<file path="config.mk">
export PLATFORM = sky130hd
export DESIGN_NAME = pll_holdover_ctrl
export DESIGN_NICKNAME = d
export VERILOG_FILES = /design/src/rtl/hov_pkg.sv /design/src/rtl/hov_sync_edge.sv /design/src/rtl/hov_relock_ctr.sv /design/src/rtl/hov_fsm.sv /design/src/rtl/pll_holdover_ctrl.sv
export SDC_FILE = /design/constraint.sdc
export NUM_CORES = 1
export LEC_CHECK = 0
export BUFFER_PORTS_ARGS = -buffer_cell sky130_fd_sc_hd__buf_2
export CAP_MARGIN = 20
export CORE_ASPECT_RATIO = 0.8
export CORE_MARGIN = 5
export CORE_UTILIZATION = 45
export CTS_CLUSTER_DIAMETER = 60
export DETAILED_ROUTE_END_ITERATION = 12
export PLACE_DENSITY = 0.65
export SLEW_MARGIN = 20
export SYNTH_ARGS = -nofsm -noshare
export SYNTH_HDL_FRONTEND = slang
export SYNTH_SLANG_ARGS = --single-unit
</file>
<file path="constraint.sdc">
create_clock -name clk -period 2.8 [get_ports clk]
set_clock_uncertainty 0.1 [all_clocks]
set_input_delay 0.56 -clock clk [delete_from_list [all_inputs] [get_ports clk]]
set_output_delay 0.56 -clock clk [all_outputs]
set_load 0.02 [all_outputs]
</file>
<file path="src/rtl/hov_pkg.sv">
package hov_pkg;

    typedef enum logic [2:0] {
        HOV_IDLE             = 3'd0,
        HOV_MAN_HOLD         = 3'd1,
        HOV_MAN_WAIT_REF     = 3'd2,
        HOV_AUTO_HOLD        = 3'd3,
        HOV_AUTO_WAIT_RELOCK = 3'd4
    } hov_state_e;

    typedef struct packed {
        logic manual_en;
        logic auto_en;
        logic use_ld_pin;
    } hov_cfg_t;

    localparam int HOV_RELOCK_MIN = 5;

    function automatic logic hov_is_hiz(hov_state_e s);
        return (s == HOV_MAN_HOLD) || (s == HOV_MAN_WAIT_REF) ||
               (s == HOV_AUTO_HOLD);
    endfunction

endpackage

</file>
<file path="src/rtl/hov_sync_edge.sv">
module hov_sync_edge #(
    parameter int STAGES = 2
) (
    input  logic clk,
    input  logic rst,
    input  logic din,
    output logic lvl_o,
    output logic fall_o
);
    logic [STAGES-1:0] chain_q;
    logic              prev_q;

    generate
        if (STAGES == 1) begin : g_single
            always_ff @(posedge clk) begin
                if (rst) chain_q <= '1;
                else     chain_q <= din;
            end
        end else begin : g_multi
            always_ff @(posedge clk) begin
                if (rst) chain_q <= '1;
                else     chain_q <= {chain_q[STAGES-2:0], din};
            end
        end
    endgenerate

    always_ff @(posedge clk) begin
        if (rst) prev_q <= 1'b1;
        else     prev_q <= chain_q[STAGES-1];
    end

    assign lvl_o  = chain_q[STAGES-1];
    assign fall_o = prev_q & ~chain_q[STAGES-1];
endmodule

</file>
<file path="src/rtl/hov_relock_ctr.sv">
module hov_relock_ctr #(
    parameter int W   = 8,
    parameter int MIN = 5
) (
    input  logic         clk,
    input  logic         rst,
    input  logic         run_i,
    input  logic         dld_i,
    input  logic         pfd_i,
    input  logic [W-1:0] thr_i,
    output logic         done_o
);
    localparam logic [W-1:0] MIN_V = W'(MIN);

    logic [W-1:0] cnt_q;
    logic [W-1:0] thr_eff;

    assign thr_eff = (thr_i < MIN_V) ? MIN_V : thr_i;
    assign done_o  = run_i & dld_i & pfd_i & (cnt_q == thr_eff - W'(1));

    always_ff @(posedge clk) begin
        if (rst || !run_i || !dld_i) cnt_q <= '0;
        else if (pfd_i)              cnt_q <= cnt_q + W'(1);
    end
endmodule

</file>
<file path="src/rtl/hov_fsm.sv">
module hov_fsm
    import hov_pkg::*;
(
    input  logic       clk,
    input  logic       rst,
    input  hov_cfg_t   cfg_i,
    input  logic       hold_en_i,
    input  logic       sync_lvl_i,
    input  logic       sync_fall_i,
    input  logic       dld_i,
    input  logic       ld_pin_i,
    input  logic       pll_en_i,
    input  logic       pfd_i,
    input  logic       relock_done_i,
    output hov_state_e state_o,
    output logic       hiz_o,
    output logic       brst_o
);
    hov_state_e st_q, st_d;
    logic       dld_q;
    logic       dld_fall, ld_ok, auto_trig, man_trig, brst_d;
    logic       hiz_q, brst_q;

    assign dld_fall  = dld_q & ~dld_i;
    assign ld_ok     = cfg_i.use_ld_pin ? ld_pin_i : 1'b1;
    assign man_trig  = cfg_i.manual_en & sync_fall_i;
    assign auto_trig = cfg_i.auto_en & pll_en_i & dld_fall & ld_ok;

    always_comb begin
        st_d   = st_q;
        brst_d = 1'b0;
        if (!hold_en_i) begin
            st_d = HOV_IDLE;
        end else begin
            unique case (st_q)
                HOV_IDLE: begin
                    if (man_trig)       st_d = HOV_MAN_HOLD;
                    else if (auto_trig) st_d = HOV_AUTO_HOLD;
                end
                HOV_MAN_HOLD: begin
                    if (sync_lvl_i) st_d = HOV_MAN_WAIT_REF;
                end
                HOV_MAN_WAIT_REF: begin
                    if (sync_fall_i) begin
                        st_d = HOV_MAN_HOLD;
                    end else if (pfd_i) begin
                        st_d   = HOV_IDLE;
                        brst_d = 1'b1;
                    end
                end
                HOV_AUTO_HOLD: begin
                    if (pfd_i) st_d = HOV_AUTO_WAIT_RELOCK;
                end
                HOV_AUTO_WAIT_RELOCK: begin
                    if (man_trig)           st_d = HOV_MAN_HOLD;
                    else if (relock_done_i) st_d = HOV_IDLE;
                end
                default: st_d = HOV_IDLE;
            endcase
        end
    end

    always_ff @(posedge clk) begin
        if (rst) begin
            st_q   <= HOV_IDLE;
            dld_q  <= 1'b0;
            hiz_q  <= 1'b0;
            brst_q <= 1'b0;
        end else begin
            st_q   <= st_d;
            dld_q  <= dld_i;
            hiz_q  <= hov_is_hiz(st_d);
            brst_q <= brst_d;
        end
    end

    assign state_o = st_q;
    assign hiz_o   = hiz_q;
    assign brst_o  = brst_q;
endmodule

</file>
<file path="src/rtl/pll_holdover_ctrl.sv">
module pll_holdover_ctrl
    import hov_pkg::*;
#(
    parameter int SYNC_STAGES = 2,
    parameter int RELOCK_W    = 8
) (
    input  logic                clk,
    input  logic                rst,
    input  logic                sync_pin_i,
    input  logic                ref_pfd_i,
    input  logic                dld_i,
    input  logic                ld_pin_i,
    input  logic                pll_en_i,
    input  logic                hold_en_a_i,
    input  logic                hold_en_b_i,
    input  logic                manual_en_i,
    input  logic                auto_en_i,
    input  logic                use_ld_pin_i,
    input  logic [RELOCK_W-1:0] relock_thr_i,
    input  logic                cal_req_i,
    output logic                cp_hiz_o,
    output logic                bcnt_rst_o,
    output logic                cal_go_o,
    output logic                cal_blocked_o
);
    hov_cfg_t   cfg;
    hov_state_e state;
    logic       hold_en, sync_lvl, sync_fall, relock_done;
    logic       cal_go_q, cal_blk_q;

    assign hold_en        = hold_en_a_i & hold_en_b_i;
    assign cfg.manual_en  = manual_en_i;
    assign cfg.auto_en    = auto_en_i;
    assign cfg.use_ld_pin = use_ld_pin_i;

    hov_sync_edge #(.STAGES(SYNC_STAGES)) u_sync (
        .clk    (clk),
        .rst    (rst),
        .din    (sync_pin_i),
        .lvl_o  (sync_lvl),
        .fall_o (sync_fall)
    );

    hov_relock_ctr #(.W(RELOCK_W), .MIN(HOV_RELOCK_MIN)) u_relock (
        .clk    (clk),
        .rst    (rst),
        .run_i  (state == HOV_AUTO_WAIT_RELOCK),
        .dld_i  (dld_i),
        .pfd_i  (ref_pfd_i),
        .thr_i  (relock_thr_i),
        .done_o (relock_done)
    );

    hov_fsm u_fsm (
        .clk           (clk),
        .rst           (rst),
        .cfg_i         (cfg),
        .hold_en_i     (hold_en),
        .sync_lvl_i    (sync_lvl),
        .sync_fall_i   (sync_fall),
        .dld_i         (dld_i),
        .ld_pin_i      (ld_pin_i),
        .pll_en_i      (pll_en_i),
        .pfd_i         (ref_pfd_i),
        .relock_done_i (relock_done),
        .state_o       (state),
        .hiz_o         (cp_hiz_o),
        .brst_o        (bcnt_rst_o)
    );

    always_ff @(posedge clk) begin
        if (rst) begin
            cal_go_q  <= 1'b0;
            cal_blk_q <= 1'b0;
        end else begin
            cal_go_q  <= cal_req_i & ~hold_en;
            cal_blk_q <= cal_req_i &  hold_en;
        end
    end

    assign cal_go_o      = cal_go_q;
    assign cal_blocked_o = cal_blk_q;
endmodule

</file>
==> results.yml <==
outcome:
  outcome: "completed"
hold_path:
  min_path_type: "input pin to flop"
  hold_depth: 2
  min_from: "sync_pin_i"
  min_to: "u_sync.chain_q[0]$_SDFF_PP1_"
final_layout:
  finish.instance_area_um2: 1235
  stdcell_count: 174
  area_growth_pct: 17.64
  diodes: 0
  drive_gt1_frac: 0.2550
  nets: 173
detailed_routing:
  drt-pass1-iter-count: 4
  drc: 0
  drtAntennaViolNets: 0
  vias: 942
  routedWlPerCell_um: 12.94
  via_per_inst: 5.414
  drtIter0Drc: 51
  wirelength_um: 2251
placement:
  placed_cell_area_um2: 1205
  port_buffers: 24
  dpl.cell_count: 170
  gp_congestion: 0.8768
  hpwlAfterDp_um: 1816
  post-place-ws_ns: 0.1586
worst_setup_path:
  critPathCaptureType: "flop"
  criticalPathCategory: "input pin to flop"
  reg2reg_to: "u_fsm.state_o[2]$_SDFF_PP0_"
  critPathArrivalTime_ns: 2.41
  reg2reg_depth: 5
  reg2reg_from: "u_relock.cnt_q[3]$_SDFFE_PP0P_"
  critPathMaxFanout: 7
  worstPathRequired_ns: 2.88
  startpoint_type: "input pin"
  r2r_slack_ns: 1.02
clock_tree:
  cts-htree-levels: 1
  postCtsHoldBufs: 0
  numCtsBuffers: 3
  clockBufferDepth: 2
  cts_sinks: 19
  path_clk_slew_ns: 0.12
  clkLatencyLatePin_ns: 0.30
  cts_tree: "yes"
  cts_setup_buffers: 0
  root_buffer: "clkbuf_4"
  ctsResizeCount: 0
sta:
  rsz0062_at_grt: "no"
  holdWs_ns: 0.3249
  period_minus_slack_ns: 2.329
  finalHoldViolCount: 0
  setup_viol: 0
  fin_tns_setup_ns: 0
  tightest_slew_ns: 0.3316
  finalMaxSlewViolations: 0
  period_share: 0.8319
  fmax_mhz: 429.3
  relSlewSlack: 0.7778
  finalWorstSetupSlack_ns: 0.4708
synth:
  ys_types: 35
  synth_compound_area_frac: 0.1156
  synth_adder_area_share: 0.02384
  synth_top_family_by_area: "simple AND/OR/NAND/NOR gates"
  synth_xor_area_frac: 0.1418
  syn-num-nets: 144
  yosys-mux-area-fraction: 0.02980
  ys_seq_area_frac: 0.3623
  ys.warnings.count: 0
  netlist_area_um2: 1050
  synth_cells: 121
  ys_seq_elements: 19
  synth-simple-area-share: 0.3159
  syn_area_per_cell_um2: 8.676
power:
  p_leak_nw: 0.4963
  power_density_nw_per_um2: 392.1
  vdd.ir_drop.worst_mv: 0.2947
floorplanning:
  placementRows: 15
  ioPinCount: 25
  initial_core_util: 0.4781
  die_w_um: 64
  fp.dieH_um: 53.20
  core-area_um2: 2196
  die_area_um2: 3405
job:
  cap_violations: 0
grt:
  grt_pass1_vias: 845
  antenna_found_initial: 0
  grt_overflow_total: 0
  grt_pass1_wl_um: 3767
  grt_max_degree: 13
  gr-usage-all-layers: 0.1415
## final cells by class
class                           instances  area [um2]
Clock buffer                            3       22.52
Clock inverter                          1       7.507
Fill cell                             221       960.9
Inverter                                2       7.507
Multi-Input combinational cell         99       658.1
Sequential cell                        19       380.4
Tap cell                               25       31.28
Timing Repair Buffer                   25       127.6
## report_power, final
group / internal [mW] / switching [mW]
registers: 0.274 / 0.00162
clock network: 0.0544 / 0.0927
logic: 0.0294 / 0.0318
## synth_stat cells (all sizes together)
cell,number,area share
nand4,5,0.030
nor2,15,0.054
nand4b,2,0.017
nor3,3,0.014
and3b,2,0.017
o2111ai,1,0.0083
and3,1,0.0060
nand3,4,0.019
nor4b,1,0.0083
a21oi,5,0.024
nand2,7,0.025
or3,3,0.018
nor3b,1,0.0072
xnor2,5,0.042
o22ai,1,0.0060
clkbuf,1,0.0036
xor2,12,0.10
a31oi,2,0.012
nor2b,5,0.030
or2,3,0.018
ha,2,0.024
and4,1,0.0083
nand3b,2,0.014
a31o,1,0.0083
nand2b,2,0.012
o21ai,5,0.027
o211ai,2,0.014
mux2,1,0.011
inv,2,0.0072
o41ai,1,0.015
dfxtp,19,0.36
mux2i,2,0.019
or4,2,0.019
## stage by stage
stage	util	total power, mW
after floorplan	-	0.3150
after global placement	0.5487	0.3418
after detailed placement	0.5487	0.3433
after CTS	0.5624	0.4927
after global routing	0.5624	0.5121
final	0.5624	0.4842
## cell families (layout without fill, tap and decap cells)
logic type | after synthesis | count (layout)
mux | 3 | 3
xor+xnor | 17 | 17
buf+inv | 3 | 31
fa+ha+maj | 2 | 2
simple gates | 59 | 59
compound gates | 18 | 18
flops | 19 | 19
## registers in the layout, summed over array words and instances (netlist names)
name and cells:
u_fsm.state_o 3, u_relock.cnt_q 8, u_fsm.brst_o 1, u_sync.chain_q 2, cal_blocked_o 1, u_fsm.dld_q 1, u_fsm.hiz_o 1, u_sync.prev_q 1
cal_go_o 1
## layer usage
layer | vias up | GRT usage | routed length, um
met4 | 0 | 0.02076 | 12
met2 | 20 | 0.2090 | 963
met5 | - | 0 | 0
met1 | 427 | 0.1977 | 1142
met3 | 2 | 0.05308 | 133
li1 | 493 | - | -
## worst max path at each step
stage,startpoint,endpoint,slack [ns],cells past startpoint
after global placement,relock_thr_i[4],u_fsm.state_o[2]$_SDFF_PP0_,0.16,11
after floorplan,relock_thr_i[5],u_fsm.state_o[2]$_SDFF_PP0_,0.44,7
after CTS,relock_thr_i[4],u_fsm.state_o[2]$_SDFF_PP0_,0.48,8
final,relock_thr_i[4],u_fsm.state_o[2]$_SDFF_PP0_,0.47,8
after global routing,relock_thr_i[4],u_fsm.state_o[2]$_SDFF_PP0_,0.32,10
after detailed placement,relock_thr_i[4],u_fsm.state_o[2]$_SDFF_PP0_,0.16,8
## worst max-delay path, cell delays in order
cell	delay [ns]
buf_2	0.14
nor3_1	0.23
a31oi_1	0.17
ha_1	0.25
xor2_1	0.15
or4_2	0.60
o211ai_1	0.20
nand3_1	0.11
## cell usage in the layout (no fill, tap or decap), types with 3 or more instances in the layout
cell type,netlist,final
buf_2,0,24
dfxtp_1,19,19
nor2_1,15,15
xor2_1,12,12
nand2_1,7,7
nand4_1,5,5
nor2b_1,5,5
a21oi_1,5,5
xnor2_1,5,5
o21ai_0,4,4
nand3_1,4,4
nor3_1,3,3
or3_1,3,3
or2_2,3,3
clkbuf_4,0,3
Power figures use the tool's default switching activity.
